<file path="config.mk">
export PLATFORM = sky130hd
export DESIGN_NAME = board_ctl_regs
export DESIGN_NICKNAME = d
export VERILOG_FILES = /design/src/rtl/board_ctl_pkg.sv /design/src/rtl/board_ctl_decode.sv /design/src/rtl/board_ctl_datapath.sv /design/src/rtl/board_ctl_regs.sv
export SDC_FILE = /design/constraint.sdc
export NUM_CORES = 1
export LEC_CHECK = 0
export BUFFER_PORTS_ARGS = -buffer_cell sky130_fd_sc_hd__buf_2
export CAP_MARGIN = 5
export CORE_MARGIN = 2
export CORE_UTILIZATION = 45
export DETAILED_ROUTE_END_ITERATION = 12
export GPL_ROUTABILITY_DRIVEN = 0
export PLACE_DENSITY = 0.82
export SETUP_SLACK_MARGIN = 0.1
export SLEW_MARGIN = 5
export SYNTH_ARGS = -nofsm -noshare
export SYNTH_HDL_FRONTEND = slang
export SYNTH_SLANG_ARGS = --single-unit
</file>
<file path="constraint.sdc">
create_clock -name clk -period 7.3 [get_ports clk]
set_input_delay 1.46 -clock clk [delete_from_list [all_inputs] [get_ports clk]]
set_output_delay 1.46 -clock clk [all_outputs]
set_load 0.005 [all_outputs]
</file>
<file path="src/rtl/board_ctl_pkg.sv">
package board_ctl_pkg;
  localparam int DATA_W     = 32;
  localparam int NUM_CHARS  = DATA_W / 4;
  localparam int CHAR_IDX_W = $clog2(NUM_CHARS);

  localparam int OFF_LED    = 'h408;
  localparam int OFF_HEX    = 'h410;
  localparam int OFF_CHAR0  = 'h418;
  localparam int CHAR_STEP  = 8;
  localparam int OFF_CHARN  = OFF_CHAR0 + CHAR_STEP * (NUM_CHARS - 1);
  localparam int OFF_RST    = 'h500;
  localparam int OFF_BRK    = 'h508;
  localparam int OFF_GP     = 'hA00;
  localparam int OFF_OE     = 'hB08;
  localparam int OFF_SER    = 'hB10;
  localparam int OFF_SEL    = 'hB18;
  localparam logic [DATA_W-1:0] RST_MAGIC = 32'h0000_0042;

  typedef struct packed {
    logic                  ledWr;
    logic                  hexWr;
    logic                  charWr;
    logic [CHAR_IDX_W-1:0] charIdx;
    logic                  rstFire;
    logic                  brkWr;
    logic                  gpWr;
    logic                  oeWr;
    logic                  serWr;
    logic                  selWr;
  } wrStrobeT;

  typedef enum logic [2:0] {
    RD_NONE, RD_LED, RD_CHAR, RD_BRK, RD_GP, RD_OE, RD_SER, RD_SEL
  } rdSelT;

  function automatic logic [7:0] hexAscii(input logic [3:0] nib);
    if (nib < 4'd10) hexAscii = 8'h30 + {4'h0, nib};
    else             hexAscii = 8'h37 + {4'h0, nib};
  endfunction
endpackage

</file>
<file path="src/rtl/board_ctl_decode.sv">
module board_ctl_decode
  import board_ctl_pkg::*;
#(
  parameter int ADDR_W = 20
) (
  input  logic              wrEn,
  input  logic [ADDR_W-1:0] addr,
  input  logic [DATA_W-1:0] wrData,
  output wrStrobeT          strobe,
  output rdSelT             rdSel
);
  logic [ADDR_W-1:0] charRel;
  logic              charHit;

  assign charRel = addr - ADDR_W'(OFF_CHAR0);
  assign charHit = (addr >= ADDR_W'(OFF_CHAR0)) && (addr <= ADDR_W'(OFF_CHARN))
                   && (charRel[2:0] == 3'd0);

  always_comb begin
    strobe         = '0;
    strobe.charIdx = charRel[3 +: CHAR_IDX_W];
    strobe.charWr  = wrEn && charHit;
    strobe.ledWr   = wrEn && (addr == ADDR_W'(OFF_LED));
    strobe.hexWr   = wrEn && (addr == ADDR_W'(OFF_HEX));
    strobe.rstFire = wrEn && (addr == ADDR_W'(OFF_RST)) && (wrData == RST_MAGIC);
    strobe.brkWr   = wrEn && (addr == ADDR_W'(OFF_BRK));
    strobe.gpWr    = wrEn && (addr == ADDR_W'(OFF_GP));
    strobe.oeWr    = wrEn && (addr == ADDR_W'(OFF_OE));
    strobe.serWr   = wrEn && (addr == ADDR_W'(OFF_SER));
    strobe.selWr   = wrEn && (addr == ADDR_W'(OFF_SEL));
  end

  always_comb begin
    if (charHit)                          rdSel = RD_CHAR;
    else if (addr == ADDR_W'(OFF_LED))    rdSel = RD_LED;
    else if (addr == ADDR_W'(OFF_BRK))    rdSel = RD_BRK;
    else if (addr == ADDR_W'(OFF_GP))     rdSel = RD_GP;
    else if (addr == ADDR_W'(OFF_OE))     rdSel = RD_OE;
    else if (addr == ADDR_W'(OFF_SER))    rdSel = RD_SER;
    else if (addr == ADDR_W'(OFF_SEL))    rdSel = RD_SEL;
    else                                  rdSel = RD_NONE;
  end
endmodule

</file>
<file path="src/rtl/board_ctl_datapath.sv">
module board_ctl_datapath
  import board_ctl_pkg::*;
(
  input  logic                   clk,
  input  logic                   rstN,
  input  wrStrobeT               strobe,
  input  rdSelT                  rdSel,
  input  logic [DATA_W-1:0]      wrData,
  output logic [DATA_W-1:0]      rdData,
  output logic [7:0]             ledOut,
  output logic [8*NUM_CHARS-1:0] dispChars,
  output logic [7:0]             brkByte,
  output logic [7:0]             gpOut,
  output logic                   resetReq,
  output logic [1:0]             serReg,
  output logic [1:0]             twOe,
  output logic                   twSel
);
  logic [7:0] charMem [NUM_CHARS];

  for (genvar i = 0; i < NUM_CHARS; i++) begin : g_char
    localparam int NIB_LSB = DATA_W - 4 * (i + 1);
    always_ff @(posedge clk) begin
      if (!rstN)
        charMem[i] <= 8'h20;
      else if (strobe.hexWr)
        charMem[i] <= hexAscii(wrData[NIB_LSB +: 4]);
      else if (strobe.charWr && (strobe.charIdx == CHAR_IDX_W'(i)))
        charMem[i] <= wrData[7:0];
    end
    assign dispChars[8*i +: 8] = charMem[i];
  end

  always_ff @(posedge clk) begin
    if (!rstN) begin
      ledOut   <= 8'h00;
      brkByte  <= 8'h0A;
      gpOut    <= 8'h00;
      resetReq <= 1'b0;
      serReg   <= 2'b11;
      twOe     <= 2'b00;
      twSel    <= 1'b1;
    end else begin
      resetReq <= strobe.rstFire;
      if (strobe.ledWr) ledOut  <= wrData[7:0];
      if (strobe.brkWr) brkByte <= wrData[7:0];
      if (strobe.gpWr)  gpOut   <= wrData[7:0];
      if (strobe.serWr) serReg  <= wrData[1:0];
      if (strobe.oeWr)  twOe    <= wrData[1:0];
      if (strobe.selWr) twSel   <= wrData[0];
    end
  end

  always_comb begin
    rdData = '0;
    case (rdSel)
      RD_LED:  rdData[7:0] = ledOut;
      RD_CHAR: rdData[7:0] = charMem[strobe.charIdx];
      RD_BRK:  rdData[7:0] = brkByte;
      RD_GP:   rdData[7:0] = gpOut;
      RD_OE:   rdData[1:0] = twOe;
      RD_SER:  rdData[1:0] = serReg;
      RD_SEL:  rdData[0]   = twSel;
      default: rdData      = '0;
    endcase
  end
endmodule

</file>
<file path="src/rtl/board_ctl_regs.sv">
module board_ctl_regs
  import board_ctl_pkg::*;
#(
  parameter int ADDR_W = 20
) (
  input  logic              clk,
  input  logic              rstN,
  input  logic              wrEn,
  input  logic [ADDR_W-1:0] addr,
  input  logic [31:0]       wrData,
  output logic [31:0]       rdData,
  output logic [7:0]        ledOut,
  output logic [63:0]       dispChars,
  output logic [7:0]        brkByte,
  output logic [7:0]        gpOut,
  output logic              resetReq,
  output logic              twClkOut,
  output logic              twDatOut,
  output logic [1:0]        twOe,
  output logic              twSel
);
  wrStrobeT   strobe;
  rdSelT      rdSel;
  logic [1:0] serReg;

  board_ctl_decode #(.ADDR_W(ADDR_W)) u_decode (
    .wrEn   (wrEn),
    .addr   (addr),
    .wrData (wrData),
    .strobe (strobe),
    .rdSel  (rdSel)
  );

  board_ctl_datapath u_datapath (
    .clk       (clk),
    .rstN      (rstN),
    .strobe    (strobe),
    .rdSel     (rdSel),
    .wrData    (wrData),
    .rdData    (rdData),
    .ledOut    (ledOut),
    .dispChars (dispChars),
    .brkByte   (brkByte),
    .gpOut     (gpOut),
    .resetReq  (resetReq),
    .serReg    (serReg),
    .twOe      (twOe),
    .twSel     (twSel)
  );

  assign twClkOut = serReg[1];
  assign twDatOut = serReg[0];
endmodule

</file>
Yosys cells after proc, flatten, opt, wreduce, memory -nomap -nowiden:

Memory sizes are Yosys's and may differ from the RTL's.
Index checks and enable logic that the tools add are counted.

* output and inout bits: 126
* bits in registers: 30
* memory bits (writable): 64
* memories: 1
* input bits: 55

Memory list
* u_datapath.charMem: words 8, width 8, rd ports 9, clocked after memory_dff 0, write ports 8, RTL line board_ctl_datapath.sv:19 `logic [7:0] charMem [NUM_CHARS];`

* mux-type cells: 86
* order comparisons: 10
* bitwise gates (word level): 16
* reduce and logical (&&, ||, !) cells: 22
* add/sub/neg operators: 17
* equality and inequality tests: 23

Operators with widths (number)
* $mux W8: 40
* $add A6 B4 Y7 const A: 16
* $eq A20 B11 Y1 const B: 4
* $eq A20 B12 Y1 const B: 4
* $mux W1: 36
* $eq A32 B7 Y1 const B: 1
* $lt A4 B4 Y1 const B: 8
* $eq A3 B3 Y1 const B: 8
* $pmux W6 S4: 1
* $mux W3: 7
* $ge A20 B11 Y1 const B: 1
* $le A20 B11 Y1 const B: 1
* $logic_and A1 B1 Y1: 20
* $or A1 B1 Y1: 16
* $eq A3 B2 Y1 const B: 4
* $pmux W1 S7: 1
* $eq A3 B1 Y1 const B: 2
* $logic_not A3 Y1: 2
* $pmux W1 S6: 1
* $sub A6 B5 Y6 const B: 1

Longest topological paths before layout:

Gate-level depths: netlist of run 1.

* depth after elaboration: 10
* depth in mapped cells: 8
* gate-level depth less buffers: 7

Modules after synthesis:

A second synthesis of run 1 with hierarchy kept.

* cell total of the unflattened synthesis: 576
* area total of the unflattened synthesis: 5721.7 um^2

By module, submodules not included
* board_ctl_datapath: instances 1, cells each 516, area an instance 5288.8 um^2
* board_ctl_decode: instances 1, cells each 60, area an instance 432.9 um^2

Worst setup path after synthesis of run 1:

Ideal clock, no wire load.

* path type: input port to output port
* start: input port addr[3]
* end: output port rdData[1]
* arrival: 3.556 ns
* buffers on the path: 3
* stages on the path: 8
* path slack: 2.284 ns
* required time: 5.840 ns
* path through: buf_1 -> inv_1 -> ha_1 -> clkbuf_1 -> buf_1 -> mux4_2 -> mux2i_1 -> o221ai_1

* cells in the longest elaborated chain, start to end: 10
* elaborated cells between the ends (all ways): 26
* classes of those cells: add/sub (1); order compare (2); eq/ne (12); mux (8); reduce/logical (2); memory (1)

RTL lines
* start: declaration: RTL line board_ctl_regs.sv:9 `input logic [ADDR_W-1:0] addr,`
* $eq A20 B12 Y1: RTL line board_ctl_decode.sv:40 `else if (addr == ADDR_W'(OFF_SEL)) rdSel = RD_SEL;`
* $mux W3: RTL line board_ctl_decode.sv:40
* $mux W3: RTL line board_ctl_decode.sv:39 `else if (addr == ADDR_W'(OFF_SER)) rdSel = RD_SER;`
* $mux W3: RTL line board_ctl_decode.sv:38 `else if (addr == ADDR_W'(OFF_OE)) rdSel = RD_OE;`
* $mux W3: RTL line board_ctl_decode.sv:37 `else if (addr == ADDR_W'(OFF_GP)) rdSel = RD_GP;`
* $mux W3: RTL line board_ctl_decode.sv:36 `else if (addr == ADDR_W'(OFF_BRK)) rdSel = RD_BRK;`
* $mux W3: RTL line board_ctl_decode.sv:35 `else if (addr == ADDR_W'(OFF_LED)) rdSel = RD_LED;`
* $mux W3: RTL line board_ctl_decode.sv:34 `if (charHit) rdSel = RD_CHAR;`
* $eq A3 B3 Y1, or another cell as far along: RTL line board_ctl_datapath.sv:56 `case (rdSel)`
* $pmux W1 S6 (*): RTL line board_ctl_datapath.sv:56
* end: declaration: RTL line board_ctl_regs.sv:11 `output logic [31:0] rdData,`

Mark *: on every way between the ends. The rest lies on a longest branch, timed or not.

Worst setup path in the final report of run 1:

* start: input port addr[3]
* end: output port rdData[7]

* cells in the longest elaborated chain, start to end: 10
* elaborated cells between the ends (all ways): 24
* classes of those cells: add/sub (1); order compare (2); eq/ne (10); mux (8); reduce/logical (2); memory (1)

RTL lines (RTL line)
* $eq A20 B12 Y1: board_ctl_decode.sv:40
* $mux W3: board_ctl_decode.sv:40
* $mux W3: board_ctl_decode.sv:39
* $mux W3: board_ctl_decode.sv:38
* $mux W3: board_ctl_decode.sv:37
* $mux W3: board_ctl_decode.sv:36
* $mux W3: board_ctl_decode.sv:35
* $mux W3: board_ctl_decode.sv:34
* $eq A3 B3 Y1, or another cell as far along: board_ctl_datapath.sv:56
* $pmux W6 S4 (*): board_ctl_datapath.sv:56

Marks and branches as above.

==> metrics.cfg, run 1 <==
[setup_path]
required_ns=5.84
arrival_ns=4.20
ff2ff_path_depth=2
startpoint_type=input port
path_cells=buf_2 > inv_1 > ha_1 > mux4_2 > mux2i_1 > o221ai_1 > buf_2
crit_top_cell=buf_2
critPathMaxFanout=26
critical_path_class=input port to output port
cp_slowest_cell=ha_1
critical-path-max-stage-delay_ns=0.86
end_kind=output port

[clock_network]
post_cts.repair.setup_buffers=0
cts_tree=yes
cts-root-buf=clkbuf_16
ctsHtreeMaxLevel=3
clk_latency_ns=0.34
cts_hold_buffers=0
cts_buffers=9
cts_resized=0
clock-sinks=94
clock_path_buffers=2
clk_pin_slew_worst_paths_ns=0.06

[min_path]
hold_path_class=flip-flop to flip-flop
holdPathStages=2

[logic_synthesis]
syn_avg_cell_area_um2=10.4
async_flop_share_pct=0
synth-compound-area-share_pct=14.2
yosysSeqAreaShare_pct=42.9
ys_ff_latch=94
syn_area_mm2=0.00587
synth_ff_type=edfxtp_1
synth_commonest_cells=edfxtp_1 (64), nand2_1 (35), mux2i_1 (34)
yosysTopAreaCellShare_pct=32.7
synth_xor_area_share_pct=1.34
synth_mux_area_share_pct=12.3
synth.distinct_cells=58
synth_simple_gate_area_share_pct=17.1
synth_top_family_by_area=simple AND/OR/NAND/NOR gates
synth_edf_count=64
ys_warn_count=0
yosysMostFrequentCell=edfxtp_1
synthAdderAreaFrac_pct=4.69
synthTopCellsByArea=edfxtp_1 (33%), dfxtp_1 (10%), mux4_2 (6.1%)
syn_inst=563
synth_top_area_cell=edfxtp_1

[global_routing]
grt_max_degree=37
grt_pass1_vias=4722
antenna_found_initial=2
grt_pass1_wl_um=27200
grt_util_all_layers_pct=24.9
grtUsageMet2_pct=40.9
met1_usage_pct=32.5
grt_overflow=0
met3_usage_pct=5.07
grt-busiest-layer=met2

[sta]
finalWorstSetupSlack_ns=1.64
drv_slew=0
worst_pin_slew_ns=0.999
finalSetupViolCount=0
max_freq_mhz=177
min_period_ns=5.66
rsz0062_at_grt=false
finalCritPeriodShare_pct=77.5
slew_headroom_pct=32.9
skew_ns=0
setup_tns_ns=0
finalHoldViolCount=0

[drt]
drtAntennaViolNets=0
drt_wl_total_um=17700
vias_per_cell=5.93
wire_per_inst_um=20.3
dr.pass1.iters=5
drc=0
vias=5169
drtIter0Drc=572

[floorplan]
row_count=41
die-area_mm2=0.0140
initial_core_util_pct=46.4
die_x_um=118
core_area_mm2=0.0127
die_h_um=118
ios=181

[final_layout]
syn_to_final_growth_pct=17.6
drive_gt1_share_pct=28.7
layout.nets=770

[place]
hpwlAfterDp_um=13600
portBuffers=156
pre_cts_slack_ns=1.60

[run_status]
outcome=complete, no violations

[pwr]
power_mw=1.20
vdd_ir_drop_max_v=0.0000936
power.density_mw_per_mm2=174
leakagePower_nw=2.89

[job]
cap_violations=0

[layout by cell type, fill, tap and decap left out, types with 4 or more instances in the layout]
| cell | instances |
|---|---|
| inv_1 | 26 |
| ha_1 | 22 |
| a21oi_1 | 23 |
| o2bb2ai_1 | 11 |
| mux2i_1 | 34 |
| xnor2_1 | 9 |
| dfxtp_1 | 30 |
| nor3_1 | 12 |
| o21ai_1 | 9 |
| nor2_1 | 24 |
| nand4_1 | 7 |
| clkbuf_16 | 9 |
| conb_1 | 24 |
| o22ai_1 | 15 |
| o221ai_1 | 7 |
| and2_1 | 9 |
| o21ai_0 | 13 |
| nand2b_1 | 4 |
| a22o_1 | 11 |
| nor4_1 | 4 |
| a22oi_1 | 8 |
| mux4_2 | 16 |
| a32o_1 | 5 |
| edfxtp_1 | 64 |
| nand3_1 | 23 |
| nor2b_1 | 29 |
| or4_1 | 5 |
| nor4_2 | 4 |
| nand2_1 | 35 |
| buf_2 | 156 |
[cells by family after synthesis]
family,count (synthesis)
fa+ha+maj,22
simple gates,177
buf+inv,88
compound gates,120
xor+xnor,9
flops,94
other cells,1
mux,52
[flip-flops by register name (all words and copies together), names as in the netlist]
| name | cells |
|---|---|
| u_datapath.ledOut | 8 |
| u_datapath.resetReq | 1 |
| u_datapath.gpOut | 8 |
| u_datapath.twOe | 2 |
| u_datapath.charMem | 64 |
| u_datapath.serReg | 2 |
| u_datapath.twSel | 1 |
| u_datapath.brkByte | 8 |
[worst paths after layout]
kind                         from                    to  slack [ns]
max                       addr[3]             rdData[7]        1.64
max reg2reg  u_datapath.serReg[1]  u_datapath.serReg[1]        6.65
min reg2reg      u_datapath.twSel      u_datapath.twSel        0.50
min              u_datapath.twSel      u_datapath.twSel        0.50
[metal layers]
layer	wire length, um	up-vias
met2	8620	359
li1	-	2342
met5	13	-
met1	6860	2420
met4	505	2
met3	1680	46
[layout make-up]
cell class / count / area, um2
repair buffers: 158 / 796
clock buffers: 10 / 229
fillers: 1139 / 5760
flip-flops and latches: 94 / 2520
multi-input cells: 404 / 3010
diodes: 1 / 2.50
clock inverters: 6 / 37.5
well taps: 172 / 215
inverters: 26 / 97.6
[power breakdown]
| part | leakage [nW] | switching (mW) | internal (mW) | total (mW) |
|---|---|---|---|---|
| clock network | 0.122 | 0.202 | 0.230 | 0.432 |
| registers | 0.854 | 0.0140 | 0.586 | 0.600 |
| logic | 1.91 | 0.104 | 0.0670 | 0.171 |
[worst max-delay path: cells and delay by family]
family                   cells  cell delay, ns
buffers and inverters        3            0.95
AO/OA/AOI/OAI                1            0.19
multiplexers                 2            0.72
adder cells (fa/ha/maj)      1            0.86
[through the flow]
step	hold WS (ns)	instances	util (%)	area (um2)
2_1_floorplan	0.483	586	-	5960
3_3_place_gp	0.491	854	52.4	6640
3_5_place_dp	0.488	854	52.4	6640
4_1_cts	0.507	870	54.5	6900
5_1_grt	0.535	870	54.5	6900
6_report	0.504	871	54.5	6910
(Power assumes the default switching activity.)
==> inputs of run 2 (changes only) <==
--- a/config.mk
+++ b/config.mk
@@ -5,13 +5,14 @@
 export SDC_FILE = /design/constraint.sdc
 export NUM_CORES = 1
 export LEC_CHECK = 0
+export ABC_AREA = 1
 export BUFFER_PORTS_ARGS = -buffer_cell sky130_fd_sc_hd__buf_2
 export CAP_MARGIN = 5
 export CORE_MARGIN = 2
 export CORE_UTILIZATION = 45
 export DETAILED_ROUTE_END_ITERATION = 12
 export GPL_ROUTABILITY_DRIVEN = 0
-export PLACE_DENSITY = 0.82
+export PLACE_DENSITY = 0.84
 export SETUP_SLACK_MARGIN = 0.1
 export SLEW_MARGIN = 5
 export SYNTH_ARGS = -nofsm -noshare
==> constraint.sdc (replaced) <==
create_clock -name clk -period 5.2 [get_ports clk]
set_input_delay 1.04 -clock clk [delete_from_list [all_inputs] [get_ports clk]]
set_output_delay 1.04 -clock clk [all_outputs]
set_load 0.005 [all_outputs]
==> run 2 against run 1 <==
Clock skew stayed put. Worst hold slack better by 0.0063 ns. Area after synthesis is 2.3% higher. Setup slack worse by 0.96 ns. Via count is 20% higher. Design area is 2.3% higher.
==> metrics.cfg, run 2 <==
[logic_synthesis]
yosysMostFrequentCell=nor2_1
syn_avg_cell_area_um2=7.89
synth_top_area_cell=edfxtp_1
synthAdderAreaFrac_pct=4.58
synth_edf_count=64
syn_inst=762
synth-compound-area-share_pct=18.0
synth_xor_area_share_pct=1.17
ys_warn_count=0
synth_commonest_cells=nor2_1 (109), nand2_1 (99), o21ai_0 (99)
synth_mux_area_share_pct=0.354
ys_ff_latch=94
synth.distinct_cells=35
synth_top_family_by_area=simple AND/OR/NAND/NOR gates
syn_area_mm2=0.00601
yosysSeqAreaShare_pct=42.0
async_flop_share_pct=0
synthTopCellsByArea=edfxtp_1 (32%), dfxtp_1 (10%), o21ai_0 (8.2%)
yosysTopAreaCellShare_pct=32.0
synth_simple_gate_area_share_pct=23.0
synth_ff_type=edfxtp_1

[setup_path]
critical-path-max-stage-delay_ns=0.60
cp_slowest_cell=ha_1
startpoint_type=input port
critPathMaxFanout=38
path_cells=buf_2 > inv_2 > ha_1 > inv_1 > o21ai_0 > nor2_1 > o21ai_0 > inv_1 > nand4_1 > nand2_1 > nor2_1 > nand2_1 > buf_2
critical_path_class=input port to output port
end_kind=output port
required_ns=4.16
arrival_ns=3.48

[min_path]
hold_path_class=flip-flop to flip-flop

[final_layout]
largest_reg_flops=64
final_cell_mix=buf_2 (156), nor2_1 (109), o21ai_0 (99), nand2_1 (99), inv_1 (83)
n_antenna_cell=0
n_fill_cell=1246
utilization_pct=53.8
drive_gt1_share_pct=23.8
layout.nets=977
final_common_cell=buf_2
regMostFlops=u_datapath.charMem
syn_to_final_growth_pct=17.6

[place]
hpwlAfterDp_um=15100
pre_cts_slack_ns=0.846
portBuffers=156

[clock_network]
clk_latency_ns=0.34
cts_buffers=9
cts-root-buf=clkbuf_16
clock-sinks=94
cts_hold_buffers=0
ctsHtreeMaxLevel=3
cts_resized=0
clock_path_buffers=2
clk_pin_slew_worst_paths_ns=0.06
cts_tree=yes
post_cts.repair.setup_buffers=0

[drt]
dr.pass1.iters=7
drc=0
vias_per_cell=5.75
drt_wl_total_um=20100
drtIter0Drc=720
vias=6217
wire_per_inst_um=18.6
drtAntennaViolNets=0

[pwr]
leakagePower_nw=3.22
vdd_ir_drop_max_v=0.000138
power.density_mw_per_mm2=242

[global_routing]
grt_pass1_vias=5662
grt_overflow=0
grt_util_all_layers_pct=27.8
grt_pass1_wl_um=30600
grt_max_degree=39
antenna_found_initial=0

[sta]
rsz0062_at_grt=false
min_period_ns=4.52
setup_tns_ns=0
skew_ns=0
worst_pin_slew_ns=0.825
finalHoldViolCount=0
slew_headroom_pct=44.9
finalWorstSetupSlack_ns=0.683
fin_hold_ws_ns=0.510
max_freq_mhz=221
drv_slew=0
finalSetupViolCount=0
finalCritPeriodShare_pct=86.9

[floorplan]
die-area_mm2=0.0143
row_count=42
die_x_um=120
initial_core_util_pct=45.8
die_h_um=120
core_area_mm2=0.0131
ios=181

[job]
cap_violations=0

[run_status]
outcome=complete, no violations

## run 2: cell types whose count changed after synthesis, moves of 22 or more
cell     delta
o21ai_0    +86
nand4_1    +22
nor2b_1    -29
mux2i_1    -33
nand2_1    +64
inv_1      +57
nor2_1     +85
## run 2: layout make-up
type                       count  area [um2]  area share (%)
multi-input combinational    545        2920            41.3
sequential                    94        2520            35.7
timing repair buffer         157         788            11.2
inverter                      93         349            4.94
clock buffer                  10         229            3.24
tap                          176         220            3.12
clock inverter                 6        38.8           0.549
## run 2: worst paths after layout
path / from / to / slack, ns / cells after the start
setup / recovery: addr[3] / rdData[1] / 0.68 / 13
hold / removal: u_datapath.serReg[1] / u_datapath.serReg[1] / 0.51 / 2
hold reg to reg: u_datapath.serReg[1] / u_datapath.serReg[1] / 0.51 / 2
setup reg to reg: u_datapath.brkByte[7] / u_datapath.brkByte[7] / 4.46 / 2
## run 2: layer usage
metal | GRT usage, % | routed length, um | vias to the layer above
met4 | 11.6 | 881 | 0
li1 | - | - | 2832
met3 | 7.51 | 2650 | 78
met1 | 35.2 | 7400 | 2827
met5 | 0 | 0 | -
met2 | 45.1 | 9140 | 480
## run 2: metrics by stage
stage | cell area [um2] | power [mW] | std cells
2_1_floorplan | 6100 | 1.00 | 785
3_3_place_gp | 6800 | 1.10 | 1065
3_5_place_dp | 6800 | 1.10 | 1065
4_1_cts | 7070 | 1.70 | 1081
5_1_grt | 7070 | 1.76 | 1081
6_report | 7070 | 1.71 | 1081
## run 2: worst max-delay path: cells and delay by family
kind | cells | cell delay, ns
simple gates | 5 | 0.39
fa+ha+maj | 1 | 0.60
compound gates | 2 | 0.37
buf+inv | 5 | 1.05
## run 2: power breakdown
group	switching, mW	internal (mW)
sequential	0.0264	0.823
combinational	0.169	0.0786
clock	0.293	0.323
total	0.488	1.22
## run 2: cell families after synthesis
kind of cell	after synthesis
simple gates	291
compound gates	198
buf+inv	146
flops	94
fa+ha+maj	22
xor+xnor	8
mux	2
other cells	1
==> inputs of run 3 (changes only) <==
--- a/config.mk
+++ b/config.mk
@@ -5,7 +5,6 @@
 export SDC_FILE = /design/constraint.sdc
 export NUM_CORES = 1
 export LEC_CHECK = 0
-export ABC_AREA = 1
 export BUFFER_PORTS_ARGS = -buffer_cell sky130_fd_sc_hd__buf_2
 export CAP_MARGIN = 5
 export CORE_MARGIN = 2
==> run 3 against run 2 <==
Register-to-register slack gained 0.08 ns. Die area down 2.2%. Largest power group unchanged. Non-clock buffer count rose by 4.
==> metrics.cfg, run 3 (synthesis gave the netlist of run 1 again) <==
[pwr]
p_clk_share_pct=39.0
swShare_pct=26.9
p_sw_uw=481
vdd_ir_drop_max_v=0.000142
power.density_mw_per_mm2=256
leakagePower_nw=2.94
internal_power_mw=1.31
combPwrFrac_pct=14.0
pwr-share-seq_pct=47.0

[setup_path]
critPathMaxFanout=8
critical-path-max-stage-delay_ns=0.73
required_ns=4.16
startpoint_type=input port
critical_path_class=input port to output port
end_kind=output port
path_cells=buf_2 > nor4_1 > nand2_1 > nor4_2 > nand2_1 > o221ai_1 > buf_2
arrival_ns=3.30
rrSetupSlack_ns=4.54
cp_slowest_cell=nor4_2

[floorplan]
initial_core_util_pct=46.4
die-area_mm2=0.0140
row_count=41
die_h_um=118
core_area_mm2=0.0127
die_x_um=118
ios=181

[global_routing]
grtUsageMet2_pct=40.3
grt_pass1_vias=5036
antenna_found_initial=1
grt_util_all_layers_pct=25.6
met1_usage_pct=32.8
grt_pass1_wl_um=27700
grt_overflow=0
grt_max_degree=37
met3_usage_pct=5.21
grt-busiest-layer=met2

[clock_network]
clk_latency_ns=0.35
cts_resized=0
post_cts.repair.setup_buffers=0
cts_tree=yes
clk_pin_slew_worst_paths_ns=0.07
ctsHtreeMaxLevel=3
clock_path_buffers=2
clock-sinks=94
cts-root-buf=clkbuf_16
cts_hold_buffers=0
cts_buffers=9

[sta]
rsz0062_at_grt=false
finalWorstSetupSlack_ns=0.862
finalSetupViolCount=0
finalHoldViolCount=0
worst_pin_slew_ns=0.956
max_freq_mhz=230
skew_ns=0
drv_slew=0
finalCritPeriodShare_pct=83.4
slew_headroom_pct=36.3
setup_tns_ns=0
min_period_ns=4.34

[drt]
drc=0
drtAntennaViolNets=0
dr.pass1.iters=5
drtIter0Drc=675
vias=5309
vias_per_cell=6.07
drt_wl_total_um=18400
wire_per_inst_um=21.0

[final_layout]
final-instance-count-excl-fill=874
drive_gt1_share_pct=29.2
layout.nets=773
final_common_cell=buf_2
syn_to_final_growth_pct=18.8
final_cell_area_mm2=0.00698
regMostFlops=u_datapath.charMem
largest_reg_flops=64
final_cell_mix=buf_2 (156), edfxtp_1 (64), nand2_1 (35), mux2i_1 (34), dfxtp_1 (30)

[place]
portBuffers=156
pre_cts_slack_ns=0.951
post_dp_cell_area_mm2=0.00666
dp.cells=857
hpwlAfterDp_um=13800

[min_path]
hold_path_class=flip-flop to flip-flop

[job]
cap_violations=0

[run_status]
outcome=complete, no violations

[run 3: cell types whose count changed in the layout (fill, tap and decap cells not counted), sizes merged, moves of 11 or more]
cell	change
a21oi	-16
a22o	+11
inv	-63
mux2i	+33
mux4	+16
nand2	-72
nand4	-21
nor2	-103
nor2b	+29
o21ai	-91
o22ai	-16
o2bb2ai	+11
[run 3: worst paths after layout]
| check | cells past startpoint | endpoint | from |
|---|---|---|---|
| max | 7 | rdData[3] | addr[13] |
| min | 2 | u_datapath.serReg[1] | u_datapath.serReg[1] |
| max reg2reg | 2 | u_datapath.twSel | u_datapath.twSel |
| min reg2reg | 2 | u_datapath.serReg[1] | u_datapath.serReg[1] |
[run 3: metal layers]
layer / wire length, um / part of all wire [%]
met1: 7040 / 38
met2: 8500 / 46
met3: 1900 / 10
met4: 960 / 5.2
met5: 0 / 0
[run 3: power groups by stage]
stage | logic [mW] | registers (mW) | clock network, mW
2_1_floorplan | 0.144 | 0.852 | 0
3_3_place_gp | 0.239 | 0.857 | 0
3_5_place_dp | 0.242 | 0.857 | 0
4_1_cts | 0.245 | 0.840 | 0.700
5_1_grt | 0.265 | 0.843 | 0.726
6_report | 0.251 | 0.841 | 0.699
[run 3: final cells by class]
type                       instances  area [um2]
antenna                            1        2.50
clock buffer                      11         275
clock inverter                     5        42.5
fill                            1140        5690
inverter                          26        97.6
multi-input combinational        404        3010
sequential                        94        2520
tap                              172         215
timing repair buffer             161         818
[run 3: stage by stage]
| step | hold slack [ns] | util [%] | power, mW |
|---|---|---|---|
| final | 0.523 | 55.1 | 1.79 |
| after global routing | 0.548 | 55.1 | 1.83 |
| after CTS | 0.519 | 55.1 | 1.79 |
| after detailed placement | 0.499 | 52.6 | 1.10 |
| after global placement | 0.487 | 52.6 | 1.10 |
| after floorplan | 0.483 | - | 0.996 |
[run 3: critical path, delay by kind of cell]
family,cells,cell delay (ns)
compound gates,1,0.22
buf+inv,2,0.25
simple gates,4,1.78
